[config.mk]
export PLATFORM = sky130hd
export DESIGN_NAME = sw_bus_master
export DESIGN_NICKNAME = d
export VERILOG_FILES = /design/src/rtl/sw_bus_pkg.sv /design/src/rtl/sw_us_tick.sv /design/src/rtl/sw_line_sync.sv /design/src/rtl/sw_slot_engine.sv /design/src/rtl/sw_bus_master.sv
export SDC_FILE = /design/constraint.sdc
export NUM_CORES = 1
export LEC_CHECK = 0
export ABC_AREA = 0
export ABC_CLOCK_PERIOD_IN_PS = 5000
export BUFFER_PORTS_ARGS = -buffer_cell sky130_fd_sc_hd__buf_4
export CAP_MARGIN = 5
export CORE_ASPECT_RATIO = 2
export CORE_MARGIN = 1
export CORE_UTILIZATION = 25
export DETAILED_ROUTE_END_ITERATION = 8
export SETUP_SLACK_MARGIN = 0.15
export SYNTH_ARGS = -nofsm -noshare
export SYNTH_HDL_FRONTEND = slang
export SYNTH_SLANG_ARGS = --single-unit
export TNS_END_PERCENT = 100
[constraint.sdc]
create_clock -name clk -period 5 [get_ports clk]
set_clock_uncertainty 0.05 [all_clocks]
set_input_delay 0.5 -clock clk [delete_from_list [all_inputs] [get_ports clk]]
set_output_delay 0.5 -clock clk [all_outputs]
set_load 0.1 [all_outputs]
[src/rtl/sw_bus_pkg.sv]
package sw_bus_pkg;

  typedef enum logic [1:0] {
    OP_RESET = 2'd0,
    OP_WRITE = 2'd1,
    OP_READ  = 2'd2,
    OP_NONE  = 2'd3
  } sw_op_e;

  typedef enum logic [1:0] {
    ST_IDLE = 2'd0,
    ST_RST  = 2'd1,
    ST_WR   = 2'd2,
    ST_RD   = 2'd3
  } sw_state_e;

endpackage

[src/rtl/sw_us_tick.sv]
module sw_us_tick #(
  parameter int unsigned DIV = 200
) (
  input  logic clk,
  input  logic rst_n,
  input  logic run,
  output logic tick
);

  generate
    if (DIV <= 1) begin : g_passthru
      assign tick = run;
    end else begin : g_count
      localparam int unsigned DW = $clog2(DIV);
      localparam logic [DW-1:0] LAST = DW'(DIV - 1);

      logic [DW-1:0] cnt_q;
      logic [DW-1:0] cnt_d;

      assign tick = run && (cnt_q == LAST);

      always_comb begin
        cnt_d = cnt_q;
        if (!run || tick) begin
          cnt_d = '0;
        end else begin
          cnt_d = cnt_q + 1'b1;
        end
      end

      always_ff @(posedge clk or negedge rst_n) begin
        if (!rst_n) begin
          cnt_q <= '0;
        end else begin
          cnt_q <= cnt_d;
        end
      end
    end
  endgenerate

endmodule

[src/rtl/sw_line_sync.sv]
module sw_line_sync #(
  parameter int unsigned STAGES = 2
) (
  input  logic clk,
  input  logic rst_n,
  input  logic d,
  output logic q
);

  logic [STAGES-1:0] sh_q;

  generate
    if (STAGES == 1) begin : g_one
      always_ff @(posedge clk or negedge rst_n) begin
        if (!rst_n) begin
          sh_q <= '1;
        end else begin
          sh_q <= d;
        end
      end
    end else begin : g_many
      always_ff @(posedge clk or negedge rst_n) begin
        if (!rst_n) begin
          sh_q <= '1;
        end else begin
          sh_q <= {sh_q[STAGES-2:0], d};
        end
      end
    end
  endgenerate

  assign q = sh_q[STAGES-1];

endmodule

[src/rtl/sw_slot_engine.sv]
module sw_slot_engine
  import sw_bus_pkg::*;
#(
  parameter int unsigned RST_LOW_US   = 480,
  parameter int unsigned RST_CAP_US   = 900,
  parameter int unsigned RST_HIGH_US  = 480,
  parameter int unsigned PD_START_US  = 15,
  parameter int unsigned PD_END_US    = 120,
  parameter int unsigned W0_LOW_US    = 60,
  parameter int unsigned W1_LOW_US    = 6,
  parameter int unsigned RD_LOW_US    = 6,
  parameter int unsigned RD_SAMPLE_US = 15,
  parameter int unsigned SLOT_US      = 60,
  parameter int unsigned REC_US       = 1
) (
  input  logic       clk,
  input  logic       rst_n,
  input  logic       tick,
  input  logic       start,
  input  logic [1:0] op,
  input  logic       wr_bit,
  input  logic       line_s,
  output logic       busy,
  output logic       done,
  output logic       rd_bit,
  output logic       presence,
  output logic       line_oe
);

  localparam int unsigned RST_LOW_EFF = (RST_LOW_US > RST_CAP_US) ? RST_CAP_US : RST_LOW_US;
  localparam int unsigned RST_END     = RST_LOW_EFF + RST_HIGH_US;
  localparam int unsigned SLOT_END    = SLOT_US + REC_US;
  localparam int unsigned MAX_END     = (RST_END > SLOT_END) ? RST_END : SLOT_END;
  localparam int unsigned CNT_W       = $clog2(MAX_END + 1);

  localparam logic [CNT_W-1:0] C_RST_LOW   = CNT_W'(RST_LOW_EFF);
  localparam logic [CNT_W-1:0] C_RST_LAST  = CNT_W'(RST_END - 1);
  localparam logic [CNT_W-1:0] C_SLOT_LAST = CNT_W'(SLOT_END - 1);
  localparam logic [CNT_W-1:0] C_W0        = CNT_W'(W0_LOW_US);
  localparam logic [CNT_W-1:0] C_W1        = CNT_W'(W1_LOW_US);
  localparam logic [CNT_W-1:0] C_RD_LOW    = CNT_W'(RD_LOW_US);
  localparam logic [CNT_W-1:0] C_RD_SMP    = CNT_W'(RD_SAMPLE_US - 1);
  localparam logic [CNT_W-1:0] C_PD_LO     = CNT_W'(RST_LOW_EFF + PD_START_US - 1);
  localparam logic [CNT_W-1:0] C_PD_HI     = CNT_W'(RST_LOW_EFF + PD_END_US - 1);

  sw_state_e        state_q, state_d;
  logic [CNT_W-1:0] cnt_q, cnt_d;
  logic             wbit_q, wbit_d;
  logic             rbit_q, rbit_d;
  logic             pres_q, pres_d;
  logic             done_q, done_d;
  logic [CNT_W-1:0] last_c;
  sw_op_e           op_c;

  assign op_c   = sw_op_e'(op);
  assign last_c = (state_q == ST_RST) ? C_RST_LAST : C_SLOT_LAST;

  // next-state process
  always_comb begin
    state_d = state_q;
    cnt_d   = cnt_q;
    wbit_d  = wbit_q;
    rbit_d  = rbit_q;
    pres_d  = pres_q;
    done_d  = 1'b0;
    if (state_q == ST_IDLE) begin
      if (start && (op_c != OP_NONE)) begin
        cnt_d  = '0;
        wbit_d = wr_bit;
        unique case (op_c)
          OP_RESET: begin
            state_d = ST_RST;
            pres_d  = 1'b0;
          end
          OP_WRITE: state_d = ST_WR;
          default:  state_d = ST_RD;
        endcase
      end
    end else if (tick) begin
      cnt_d = cnt_q + 1'b1;
      if ((state_q == ST_RD) && (cnt_q == C_RD_SMP)) begin
        rbit_d = line_s;
      end
      if ((state_q == ST_RST) && (cnt_q >= C_PD_LO) && (cnt_q < C_PD_HI) && !line_s) begin
        pres_d = 1'b1;
      end
      if (cnt_q == last_c) begin
        state_d = ST_IDLE;
        cnt_d   = '0;
        done_d  = 1'b1;
      end
    end
  end

  // register process
  always_ff @(posedge clk or negedge rst_n) begin
    if (!rst_n) begin
      state_q <= ST_IDLE;
      cnt_q   <= '0;
      wbit_q  <= 1'b0;
      rbit_q  <= 1'b0;
      pres_q  <= 1'b0;
      done_q  <= 1'b0;
    end else begin
      state_q <= state_d;
      cnt_q   <= cnt_d;
      wbit_q  <= wbit_d;
      rbit_q  <= rbit_d;
      pres_q  <= pres_d;
      done_q  <= done_d;
    end
  end

  // line drive: low phase at the head of every operation
  always_comb begin
    unique case (state_q)
      ST_RST:  line_oe = (cnt_q < C_RST_LOW);
      ST_WR:   line_oe = (cnt_q < (wbit_q ? C_W1 : C_W0));
      ST_RD:   line_oe = (cnt_q < C_RD_LOW);
      default: line_oe = 1'b0;
    endcase
  end

  assign busy     = (state_q != ST_IDLE);
  assign done     = done_q;
  assign rd_bit   = rbit_q;
  assign presence = pres_q;

endmodule

[src/rtl/sw_bus_master.sv]
module sw_bus_master #(
  parameter int unsigned CLK_HZ     = 200_000_000,
  parameter int unsigned RST_LOW_US = 480
) (
  input  logic       clk,
  input  logic       rst_n,
  input  logic       start,
  input  logic [1:0] op,
  input  logic       wr_bit,
  input  logic       line_in,
  output logic       busy,
  output logic       done,
  output logic       rd_bit,
  output logic       presence,
  output logic       line_oe
);

  localparam int unsigned DIV_RAW = CLK_HZ / 1_000_000;
  localparam int unsigned DIV     = (DIV_RAW < 1) ? 1 : DIV_RAW;

  logic [1:0] rs_q;
  logic       rst_sn;
  logic       tick;
  logic       line_s;

  always_ff @(posedge clk or negedge rst_n) begin
    if (!rst_n) begin
      rs_q <= '0;
    end else begin
      rs_q <= {rs_q[0], 1'b1};
    end
  end
  assign rst_sn = rs_q[1];

  sw_us_tick #(.DIV(DIV)) u_tick (
    .clk  (clk),
    .rst_n(rst_sn),
    .run  (busy),
    .tick (tick)
  );

  sw_line_sync #(.STAGES(2)) u_sync (
    .clk  (clk),
    .rst_n(rst_sn),
    .d    (line_in),
    .q    (line_s)
  );

  sw_slot_engine #(.RST_LOW_US(RST_LOW_US)) u_eng (
    .clk     (clk),
    .rst_n   (rst_sn),
    .tick    (tick),
    .start   (start),
    .op      (op),
    .wr_bit  (wr_bit),
    .line_s  (line_s),
    .busy    (busy),
    .done    (done),
    .rd_bit  (rd_bit),
    .presence(presence),
    .line_oe (line_oe)
  );

endmodule

# Word level (Yosys, flattened, before mapping)

Cells that the tools add are included.

Input bits: 7
Output and inout bits: 5
Word-level logic and storage cells: 68
Register bits after elaboration: 28

Bitwise logic cells: 1
Equal/unequal tests: 10
Multiplexer cells: 21
Add/subtract/negate cells: 2
Magnitude comparators: 5
Reduce and logical (&&, ||, !) cells: 20

Operator list:

| cell                                                        | number |
|---|---|
| 2-to-1 mux 10 bit                                           | 5 |
| adder 10 x 1 -> 10 bit, second input constant               | 1 |
| equality test 10 bit                                        | 1 |
| equality test 10 x 4 -> 1 bit, second input constant        | 1 |
| >= comparator 10 x 9 -> 1 bit, second input constant        | 1 |
| less-than comparator 10 bit                                 | 1 |
| less-than comparator 10 bit, second input constant          | 1 |
| less-than comparator 10 x 3 -> 1 bit, second input constant | 1 |
| less-than comparator 10 x 9 -> 1 bit, second input constant | 1 |
| adder 8 x 1 -> 8 bit, second input constant                 | 1 |
| equality test 8 bit, second input constant                  | 1 |
| 2-to-1 mux 1 bit                                            | 8 |
| 2-to-1 mux 2 bit                                            | 4 |
| 2-to-1 mux 8 bit                                            | 1 |
| nonzero test 2 bit                                          | 4 |
| logical AND 1 bit                                           | 6 |
| 2-to-1 mux 6 bit                                            | 1 |
| inequality test 2 bit, second input constant                | 3 |
| AND reduction 3 bit                                         | 2 |
| equality test 2 x 1 -> 1 bit, second input constant         | 2 |
| equality test 2 bit, second input constant                  | 2 |
| zero test 2 bit                                             | 2 |
| case mux 2 bit (2 select lines)                             | 1 |
| AND reduction 2 bit                                         | 2 |
| 5 further kinds                                             | 6 |

# Depth between registers and ports, before layout

Gate-level depths: netlist of the first run.

Depth in word-level cells: 7
Mapped depth: 7
Depth with buffers taken out: 7

# Cells and area by module

A second synthesis of the first run with hierarchy kept.

Cells, all modules: 167
Area, all modules: 1594.0 µm²

By module, submodules not included:

| module         | times used | area each (µm²) | cells an instance | seq. area each (µm²) |
|---|---|---|---|---|
| sw_slot_engine | 1          | 1079.8          | 123               | 400.4 |
| sw_us_tick     | 1          | 407.9           | 39                | 200.2 |
| sw_bus_master  | 1          | 53.8            | 3                 | 50.0 |
| sw_line_sync   | 1          | 52.6            | 2                 | 52.6 |

# Least setup slack after synthesis of the first run

OpenSTA, ideal clock, no wires.

Kind: register -> output
Start: register u_eng.cnt_q[8]
End: output port line_oe
Path buffers: 0
Data required time: 4.450 ns
Slack: 2.392 ns
Data arrival time: 2.058 ns
Cell stages (with the launch flop): 5
Cells stage by stage: dfrtp_1 or3_1 or3b_4 a2111oi_0 a221o_2

Longest elaborated chain between the ends: 2
Elaborated cells between the ends (all ways): 4
Those cells by class: order compare (3); mux (1)

Ends and longest elaborated chain:

| element                                                            | RTL line              | RTL |
|---|---|---|
| start, declared                                                    | sw_slot_engine.sv:47  | `logic [CNT_W-1:0] cnt_q, cnt_d;` |
| start signal, assigned                                             | sw_slot_engine.sv:106 | `cnt_q <= cnt_d;` |
| less-than comparator 10 x 3 -> 1 bit, or another cell as far along | sw_slot_engine.sv:119 | `ST_RD: line_oe = (cnt_q < C_RD_LOW);` |
| case mux 1 bit (3 select lines) *                                  | sw_slot_engine.sv:116 | `unique case (state_q)` |
| end, declared                                                      | sw_bus_master.sv:15   | `output logic line_oe` |

Mark *: on every way between the ends. The rest lies on a longest branch, timed or not.

# Final worst setup path of the first run

Same ends and word-level chain as after synthesis.

==> run_summary.xml, run 1 <==
<?xml version="1.0" encoding="UTF-8"?>
<metrics>
  <group name="synthesis">
    <metric name="yosys_warnings" unit="">0</metric>
    <metric name="post_synth_num_cell_types" unit="">46</metric>
    <metric name="syn_nets" unit="">174</metric>
    <metric name="postSynthCellCount" unit="">161</metric>
    <metric name="synth_seq_cells" unit="">28</metric>
    <metric name="syn-cell-area" unit="mm2">0.00152</metric>
    <metric name="synth_edf_count" unit="">0</metric>
    <metric name="post_synthesis_sequential_area_ratio" unit="%">46.2</metric>
    <metric name="yosys_most_used_dff" unit="">dfrtp_1</metric>
    <metric name="synthArstFlopShare" unit="%">100</metric>
    <metric name="synthesis.area_per_instance" unit="um2">9.46</metric>
  </group>
  <group name="timing">
    <metric name="slew-limit-headroom" unit="%">27.3</metric>
    <metric name="maxClockFrequency" unit="MHz">341</metric>
    <metric name="period_share" unit="%">58.7</metric>
    <metric name="finalWorstSetupSlack" unit="ps">2060</metric>
    <metric name="fin_worst_hold_slack" unit="ps">290</metric>
    <metric name="timing.final.hold_violations" unit="">0</metric>
    <metric name="final.setup.tns" unit="ps">0</metric>
    <metric name="period_minus_slack" unit="ps">2940</metric>
    <metric name="rsz_0062_raised_after_global_routing" unit="">false</metric>
    <metric name="maxSlewViolCount" unit="">0</metric>
    <metric name="timing.final.setup_violations" unit="">0</metric>
    <metric name="worst_slew_pin_slew" unit="ps">1090</metric>
  </group>
  <group name="clock_network">
    <metric name="worst_skew_pair.late_latency" unit="ps">260</metric>
    <metric name="htree_num_levels" unit="">1</metric>
    <metric name="clock_sinks" unit="">28</metric>
    <metric name="root_buffer" unit="">clkbuf_16</metric>
    <metric name="post-cts-setup-buffer-count" unit="">0</metric>
    <metric name="cts_tree" unit="">built</metric>
    <metric name="clock_tree.buffer_depth" unit="">2</metric>
    <metric name="clk_pin_slew" unit="ps">70</metric>
    <metric name="numCtsBuffers" unit="">3</metric>
  </group>
  <group name="detailed_routing">
    <metric name="drt_first_iter_violations" unit="">44</metric>
    <metric name="num_vias" unit="">1225</metric>
    <metric name="wl_per_cell" unit="um">14.3</metric>
    <metric name="postRouteAntennaNets" unit="">0</metric>
    <metric name="remaining_drc_errors" unit="">0</metric>
    <metric name="route.final.wire_length" unit="mm">3.33</metric>
    <metric name="first_pass_iters" unit="">4</metric>
    <metric name="vias_per_cell" unit="">5.26</metric>
  </group>
  <group name="critical_path">
    <metric name="worst_path_max_delay_cell" unit="">dfrtp_1</metric>
    <metric name="crit_path_end_kind" unit="">output port</metric>
    <metric name="crit_path_start_kind" unit="">flop</metric>
    <metric name="path_max_fanout" unit="">8</metric>
    <metric name="worst-setup-path-type" unit="">reg -&gt; out</metric>
    <metric name="cp_slowest_stage_delay" unit="ps">460</metric>
    <metric name="crit_arrival" unit="ps">2390</metric>
    <metric name="required_time_worst_endpoint" unit="ps">4450</metric>
    <metric name="critical_path.cell_chain" unit="">or3_1, or3b_4, a2111oi_0, a221o_2, buf_4</metric>
  </group>
  <group name="placed_design">
    <metric name="port_buffers" unit="">11</metric>
    <metric name="place_hpwl" unit="mm">2.49</metric>
    <metric name="dpl_worst_slack" unit="ps">2380</metric>
    <metric name="place_congestion" unit="">0.775</metric>
    <metric name="postPlaceCellArea" unit="mm2">0.00166</metric>
    <metric name="placed_cells_incl_taps" unit="">228</metric>
  </group>
  <group name="global_route">
    <metric name="grt_antenna_before_repair" unit="">0</metric>
    <metric name="grt_max_degree" unit="">27</metric>
    <metric name="grt_pass1_wl" unit="mm">5.69</metric>
    <metric name="grt_pass1_vias" unit="">1281</metric>
    <metric name="overflow" unit="">0</metric>
    <metric name="globalRouteTotalUtil" unit="%">11.4</metric>
  </group>
  <group name="pwr">
    <metric name="power.ir.vdd_worst" unit="mV">0.189</metric>
    <metric name="power.leakage" unit="nW">0.787</metric>
    <metric name="p_total" unit="uW">818</metric>
    <metric name="pwr_density_cell" unit="mW/mm2">461</metric>
  </group>
  <group name="floorplanning">
    <metric name="initial_core_util" unit="%">26.2</metric>
    <metric name="fp.dieH" unit="um">112</metric>
    <metric name="die_w" unit="um">57.2</metric>
    <metric name="io_pins" unit="">12</metric>
    <metric name="row_count" unit="">39</metric>
    <metric name="core" unit="mm2">0.00581</metric>
    <metric name="floorplan.die_area" unit="mm2">0.00643</metric>
  </group>
  <group name="layout">
    <metric name="filler_free_cell_count_of_the_finished_design" unit="">233</metric>
    <metric name="final_layout_size_suffix_gt1_share" unit="%">16.3</metric>
    <metric name="area_growth" unit="%">16.6</metric>
    <metric name="finalInstanceArea" unit="mm2">0.00178</metric>
    <metric name="num-nets-final" unit="">186</metric>
    <metric name="insertedDiodeCount" unit="">0</metric>
    <metric name="final_cell_mix" unit="">dfrtp_1, nor2_1, nand2_1</metric>
    <metric name="final_common_cell" unit="">dfrtp_1</metric>
    <metric name="post-route-util" unit="%">30.6</metric>
  </group>
  <group name="status">
    <metric name="outcome" unit="">complete, no violations</metric>
  </group>
  <group name="job">
    <metric name="cap_viol_max_count" unit="">0</metric>
  </group>
  <group name="min_path">
    <metric name="hold_path.class" unit="">in -&gt; reg</metric>
  </group>
</metrics>
[layer usage]
metal  vias to the layer above  wire [um]  GRT usage (%)  part of all wire [%]
met1                       591       1280           11.3                    39
met4                         0        128           6.18                   3.8
met5                         -          0              0                     0
met2                        25       1860           21.9                    56
li1                        597          -              -                     -
met3                        12         63           1.61                   1.9
[path summary, 6_finish.rpt]
check | start | endpoint | slack [ps] | cells after the start
worst min-delay path | line_in | u_sync.sh_q[0] | 290 | 1
min in group asynchronous | rs_q[1] | u_eng.cnt_q[1] | 410 | 0
max in group asynchronous | rs_q[1] | u_eng.cnt_q[8] | 3840 | 0
worst min register to register | rs_q[0] | rs_q[1] | 300 | 0
worst max register to register | u_tick.g_count.cnt_q[3] | u_eng.rd_bit | 2870 | 5
worst max-delay path | u_eng.cnt_q[8] | line_oe | 2060 | 5
[worst max-delay path: cells and delay by family, from the launching register on]
family | cells | cell delay (ps)
buffers and inverters | 1 | 280
flip-flops | 1 | 460
AND/OR/NAND/NOR | 2 | 840
AO/OA/AOI/OAI | 2 | 550
[logic make-up (layout without fill, tap and decap cells)]
kind of cell / count (synthesis) / after routing / synth area share (%)
AND/OR/NAND/NOR: 81 / 81 / 27.9
flip-flops: 28 / 28 / 46.2
AO/OA/AOI/OAI: 25 / 25 / 11.8
buffers and inverters: 10 / 21 / 2.63
XOR/XNOR: 7 / 7 / 4.03
adder cells (fa/ha/maj): 6 / 6 / 4.93
multiplexers: 3 / 3 / 2.38
other: 1 / 1 / 0.246
[cell usage after synthesis (3+ instances only)]
| cell type | count | area (um2) |
|---|---|---|
| xnor2_1 | 3 | 26.3 |
| and3_1 | 4 | 25.0 |
| o21ai_0 | 5 | 25.0 |
| nand3_1 | 15 | 75.1 |
| xor2_1 | 4 | 35.0 |
| nor3_1 | 4 | 20.0 |
| nand2b_1 | 3 | 18.8 |
| ha_1 | 6 | 75.1 |
| clkbuf_1 | 3 | 11.3 |
| dfrtp_1 | 26 | 651 |
| nand4_1 | 4 | 25.0 |
| inv_1 | 4 | 15.0 |
| nand2_1 | 18 | 67.6 |
| nor2_1 | 18 | 67.6 |
| or3_1 | 5 | 31.3 |
[layout make-up]
type | instances | area (um2)
Fill cell | 616 | 4030
Tap cell | 61 | 76.3
Multi-Input combinational cell | 123 | 779
Inverter | 5 | 18.8
Sequential cell | 28 | 703
Timing Repair Buffer | 12 | 92.6
Clock buffer | 3 | 75.1
Clock inverter | 1 | 30.0
[where the power goes]
group	leakage (nW)	internal, mW	switching [mW]	total, mW
clock network	0.0511	0.159	0.0779	0.237
registers	0.334	0.276	0.0788	0.355
logic	0.401	0.0994	0.127	0.226
[state kept, by name, summed over array words and instances (netlist names)]
signal                count
u_eng.done                1
rs_q                      2
u_eng.rd_bit              1
u_tick.g_count.cnt_q      8
u_sync.sh_q               2
u_eng.presence            1
u_eng.cnt_q              10
u_eng.wbit_q              1
u_eng.state_q             2
[what timing repair did]
item,4_1_cts,5_1_grt
endpoints found under the setup margin,0,0
hold buffers,1,0
hold endpoints to repair,2,0
resized for setup,0,0
No activity file was read; power rests on OpenSTA's default activity.
==> run 2, diff against run 1 <==
Settings changed: ABC_AREA 0 to 1, ABC_CLOCK_PERIOD_IN_PS 5000 to 2900.
Clock period 5 ns to 2.9 ns, I/O delays scaled along.
==> run_summary.xml, run 2 <==
<?xml version="1.0" encoding="UTF-8"?>
<metrics>
  <group name="floorplanning">
    <metric name="row_count" unit="">41</metric>
    <metric name="core" unit="mm2">0.00636</metric>
    <metric name="floorplan.die_area" unit="mm2">0.00705</metric>
    <metric name="io_pins" unit="">12</metric>
    <metric name="die_w" unit="um">59.9</metric>
    <metric name="initial_core_util" unit="%">26.3</metric>
    <metric name="fp.dieH" unit="um">118</metric>
  </group>
  <group name="synthesis">
    <metric name="synth_edf_count" unit="">0</metric>
    <metric name="postSynthCellCount" unit="">221</metric>
    <metric name="synth-adder-area-share" unit="%">4.48</metric>
    <metric name="yosys_most_used_dff" unit="">dfrtp_1</metric>
    <metric name="synthXorXnorAreaFrac" unit="%">0</metric>
    <metric name="netlist.area_leader.share" unit="%">38.9</metric>
    <metric name="yosys-top-cells-count" unit="">nand2_1, inv_1, nor2_1, dfrtp_1, nand3_1</metric>
    <metric name="post_synth_num_cell_types" unit="">26</metric>
    <metric name="combinational_family_with_the_most_area_after_synthesis" unit="">simple AND/OR/NAND/NOR gates</metric>
    <metric name="syn_nets" unit="">234</metric>
    <metric name="post_synthesis_sequential_area_ratio" unit="%">42.0</metric>
    <metric name="post_synthesis_compound_gate_area_fraction" unit="%">6.28</metric>
    <metric name="netlist_top_cells_area" unit="">dfrtp_1, nand2_1, inv_1</metric>
    <metric name="synthDominantAreaCellType" unit="">dfrtp_1</metric>
    <metric name="post-synth-top-count-cell" unit="">nand2_1</metric>
    <metric name="synth_seq_cells" unit="">28</metric>
    <metric name="muxShareOfSynthArea" unit="%">0</metric>
    <metric name="yosys_warnings" unit="">0</metric>
    <metric name="syn-cell-area" unit="mm2">0.00167</metric>
    <metric name="synthesis.area_per_instance" unit="um2">7.58</metric>
    <metric name="synth_simple_gate_area_share" unit="%">38.7</metric>
    <metric name="synthArstFlopShare" unit="%">100</metric>
  </group>
  <group name="global_route">
    <metric name="grt_pass1_wl" unit="mm">6.65</metric>
    <metric name="overflow" unit="">0</metric>
    <metric name="grt_max_degree" unit="">27</metric>
    <metric name="grt_antenna_before_repair" unit="">0</metric>
    <metric name="grt_pass1_vias" unit="">1552</metric>
    <metric name="globalRouteTotalUtil" unit="%">12.5</metric>
  </group>
  <group name="placed_design">
    <metric name="place_hpwl" unit="mm">3.07</metric>
    <metric name="placed_cells_incl_taps" unit="">317</metric>
    <metric name="port_buffers" unit="">11</metric>
    <metric name="place_congestion" unit="">0.816</metric>
    <metric name="dpl_worst_slack" unit="ps">979</metric>
  </group>
  <group name="detailed_routing">
    <metric name="postRouteAntennaNets" unit="">0</metric>
    <metric name="num_vias" unit="">1449</metric>
    <metric name="remaining_drc_errors" unit="">0</metric>
    <metric name="route.final.wire_length" unit="mm">3.87</metric>
    <metric name="wl_per_cell" unit="um">12.0</metric>
    <metric name="first_pass_iters" unit="">4</metric>
    <metric name="vias_per_cell" unit="">4.50</metric>
    <metric name="drt_first_iter_violations" unit="">26</metric>
  </group>
  <group name="clock_network">
    <metric name="clock_sinks" unit="">28</metric>
    <metric name="cts_tree" unit="">built</metric>
    <metric name="numCtsBuffers" unit="">3</metric>
    <metric name="worst_skew_pair.late_latency" unit="ps">270</metric>
    <metric name="htree_num_levels" unit="">1</metric>
    <metric name="root_buffer" unit="">clkbuf_16</metric>
    <metric name="clk_pin_slew" unit="ps">70</metric>
    <metric name="clock_tree.buffer_depth" unit="">2</metric>
  </group>
  <group name="critical_path">
    <metric name="rr_endpoint" unit="">u_eng.cnt_q[5]</metric>
    <metric name="crit_path_end_kind" unit="">output port</metric>
    <metric name="critical_path.reg2reg.startpoint" unit="">u_tick.g_count.cnt_q[0]</metric>
    <metric name="crit_arrival" unit="ps">1880</metric>
    <metric name="crit_path_start_kind" unit="">flop</metric>
    <metric name="path_max_fanout" unit="">8</metric>
    <metric name="worstSetupEndpoint" unit="">line_oe</metric>
    <metric name="critPathLaunch" unit="">u_eng.cnt_q[5]</metric>
    <metric name="required_time_worst_endpoint" unit="ps">2560</metric>
    <metric name="regToRegSetupSlack" unit="ps">1120</metric>
    <metric name="worst-setup-path-type" unit="">reg -&gt; out</metric>
    <metric name="reg2regPathDepth" unit="">8</metric>
  </group>
  <group name="timing">
    <metric name="timing.final.setup_violations" unit="">0</metric>
    <metric name="maxClockFrequency" unit="MHz">450</metric>
    <metric name="rsz_0062_raised_after_global_routing" unit="">false</metric>
    <metric name="finalWorstSetupSlack" unit="ps">676</metric>
    <metric name="timing.final.hold_violations" unit="">0</metric>
    <metric name="period_share" unit="%">76.7</metric>
    <metric name="final.setup.tns" unit="ps">0</metric>
    <metric name="period_minus_slack" unit="ps">2220</metric>
    <metric name="slew-limit-headroom" unit="%">29.5</metric>
    <metric name="maxSlewViolCount" unit="">0</metric>
    <metric name="worst_slew_pin_slew" unit="ps">1060</metric>
  </group>
  <group name="layout">
    <metric name="final_layout_size_suffix_gt1_share" unit="%">14.0</metric>
    <metric name="final_common_cell" unit="">nand2_1</metric>
    <metric name="regs_by_ff_count" unit="">u_eng.cnt_q x10, u_tick.g_count.cnt_q x8</metric>
    <metric name="num-nets-final" unit="">250</metric>
    <metric name="final_cell_mix" unit="">nand2_1, inv_1, nor2_1</metric>
    <metric name="fillerInstances" unit="">721</metric>
    <metric name="biggest_register" unit="">u_eng.cnt_q</metric>
    <metric name="largest_reg_flops" unit="">10</metric>
    <metric name="post-route-util" unit="%">30.9</metric>
    <metric name="area_growth" unit="%">17.3</metric>
    <metric name="filler_free_cell_count_of_the_finished_design" unit="">322</metric>
    <metric name="insertedDiodeCount" unit="">0</metric>
  </group>
  <group name="pwr">
    <metric name="power.ir.vdd_worst" unit="mV">0.348</metric>
    <metric name="pwr_density_cell" unit="mW/mm2">752</metric>
    <metric name="power.leakage" unit="nW">0.956</metric>
    <metric name="p_total" unit="mW">1.48</metric>
  </group>
  <group name="min_path">
    <metric name="hold_path.class" unit="">in -&gt; reg</metric>
  </group>
  <group name="job">
    <metric name="cap_viol_max_count" unit="">0</metric>
  </group>
  <group name="status">
    <metric name="outcome" unit="">complete, no violations</metric>
  </group>
</metrics>
## run 2: per-layer routing
| metal | track usage [%] | vias up | wire (um) |
|---|---|---|---|
| met3 | 1.87 | 17 | 116 |
| met5 | 0 | - | 0 |
| li1 | - | 731 | - |
| met1 | 11.3 | 673 | 1390 |
| met2 | 22.6 | 28 | 2110 |
| met4 | 10.0 | 0 | 250 |
## run 2: critical path, stage by stage, from the launching register on
cell	delay, ps
dfrtp_1	480
ha_1	360
a21oi_1	160
nand2_1	60
nor2_1	80
nand4_1	90
nand3_1	100
buf_4	290
## run 2: cell families (layout without fill, tap and decap cells)
family,after synthesis,after routing
AOI/OAI and AO/OA,15,15
adders and majority gates,6,6
buffers and inverters,34,49
and+or+nand+nor,137,137
DFF,28,28
other,1,1
## run 2: worst min-delay path by stage
stage,start,to,cells past startpoint
3_5_place_dp,rst_n,rs_q[0],1
3_3_place_gp,rst_n,rs_q[0],1
2_1_floorplan,rst_n,rs_q[0],0
5_1_grt,line_in,u_sync.sh_q[0],1
6_report,line_in,u_sync.sh_q[0],1
4_1_cts,line_in,u_sync.sh_q[0],1
## run 2: through the flow
stage | hold slack, ps | instance area, um2
global placement | 23.0 | 1850
CTS | 69.1 | 1960
global route | 63.2 | 1960
detailed placement | 23.8 | 1850
finish | 75.7 | 1960
floorplan | -55.6 | 1670
## run 2: area by class of cell
cell class	instances	area [um2]	share of cell area, %
flip-flops and latches	28	703	35.8
inverters	33	124	6.31
well taps	86	108	5.48
clock buffers	3	75.1	3.82
repair buffers	12	92.6	4.71
clock inverters	1	30.0	1.53
multi-input cells	159	832	42.4
## run 2: repair_timing
action,4_1_cts,5_1_grt
hold buffers,1,0
setup buffers,0,0
gates resized for setup,0,0
endpoints found under the hold margin,2,0
## run 2: report_power, final
part           internal [mW]  total [mW]  switching (mW)  leakage [nW]
clock                  0.275       0.410           0.135        0.0511
combinational          0.146       0.516           0.370         0.553
sequential             0.468       0.551          0.0824         0.353
total                  0.890        1.48           0.588         0.956
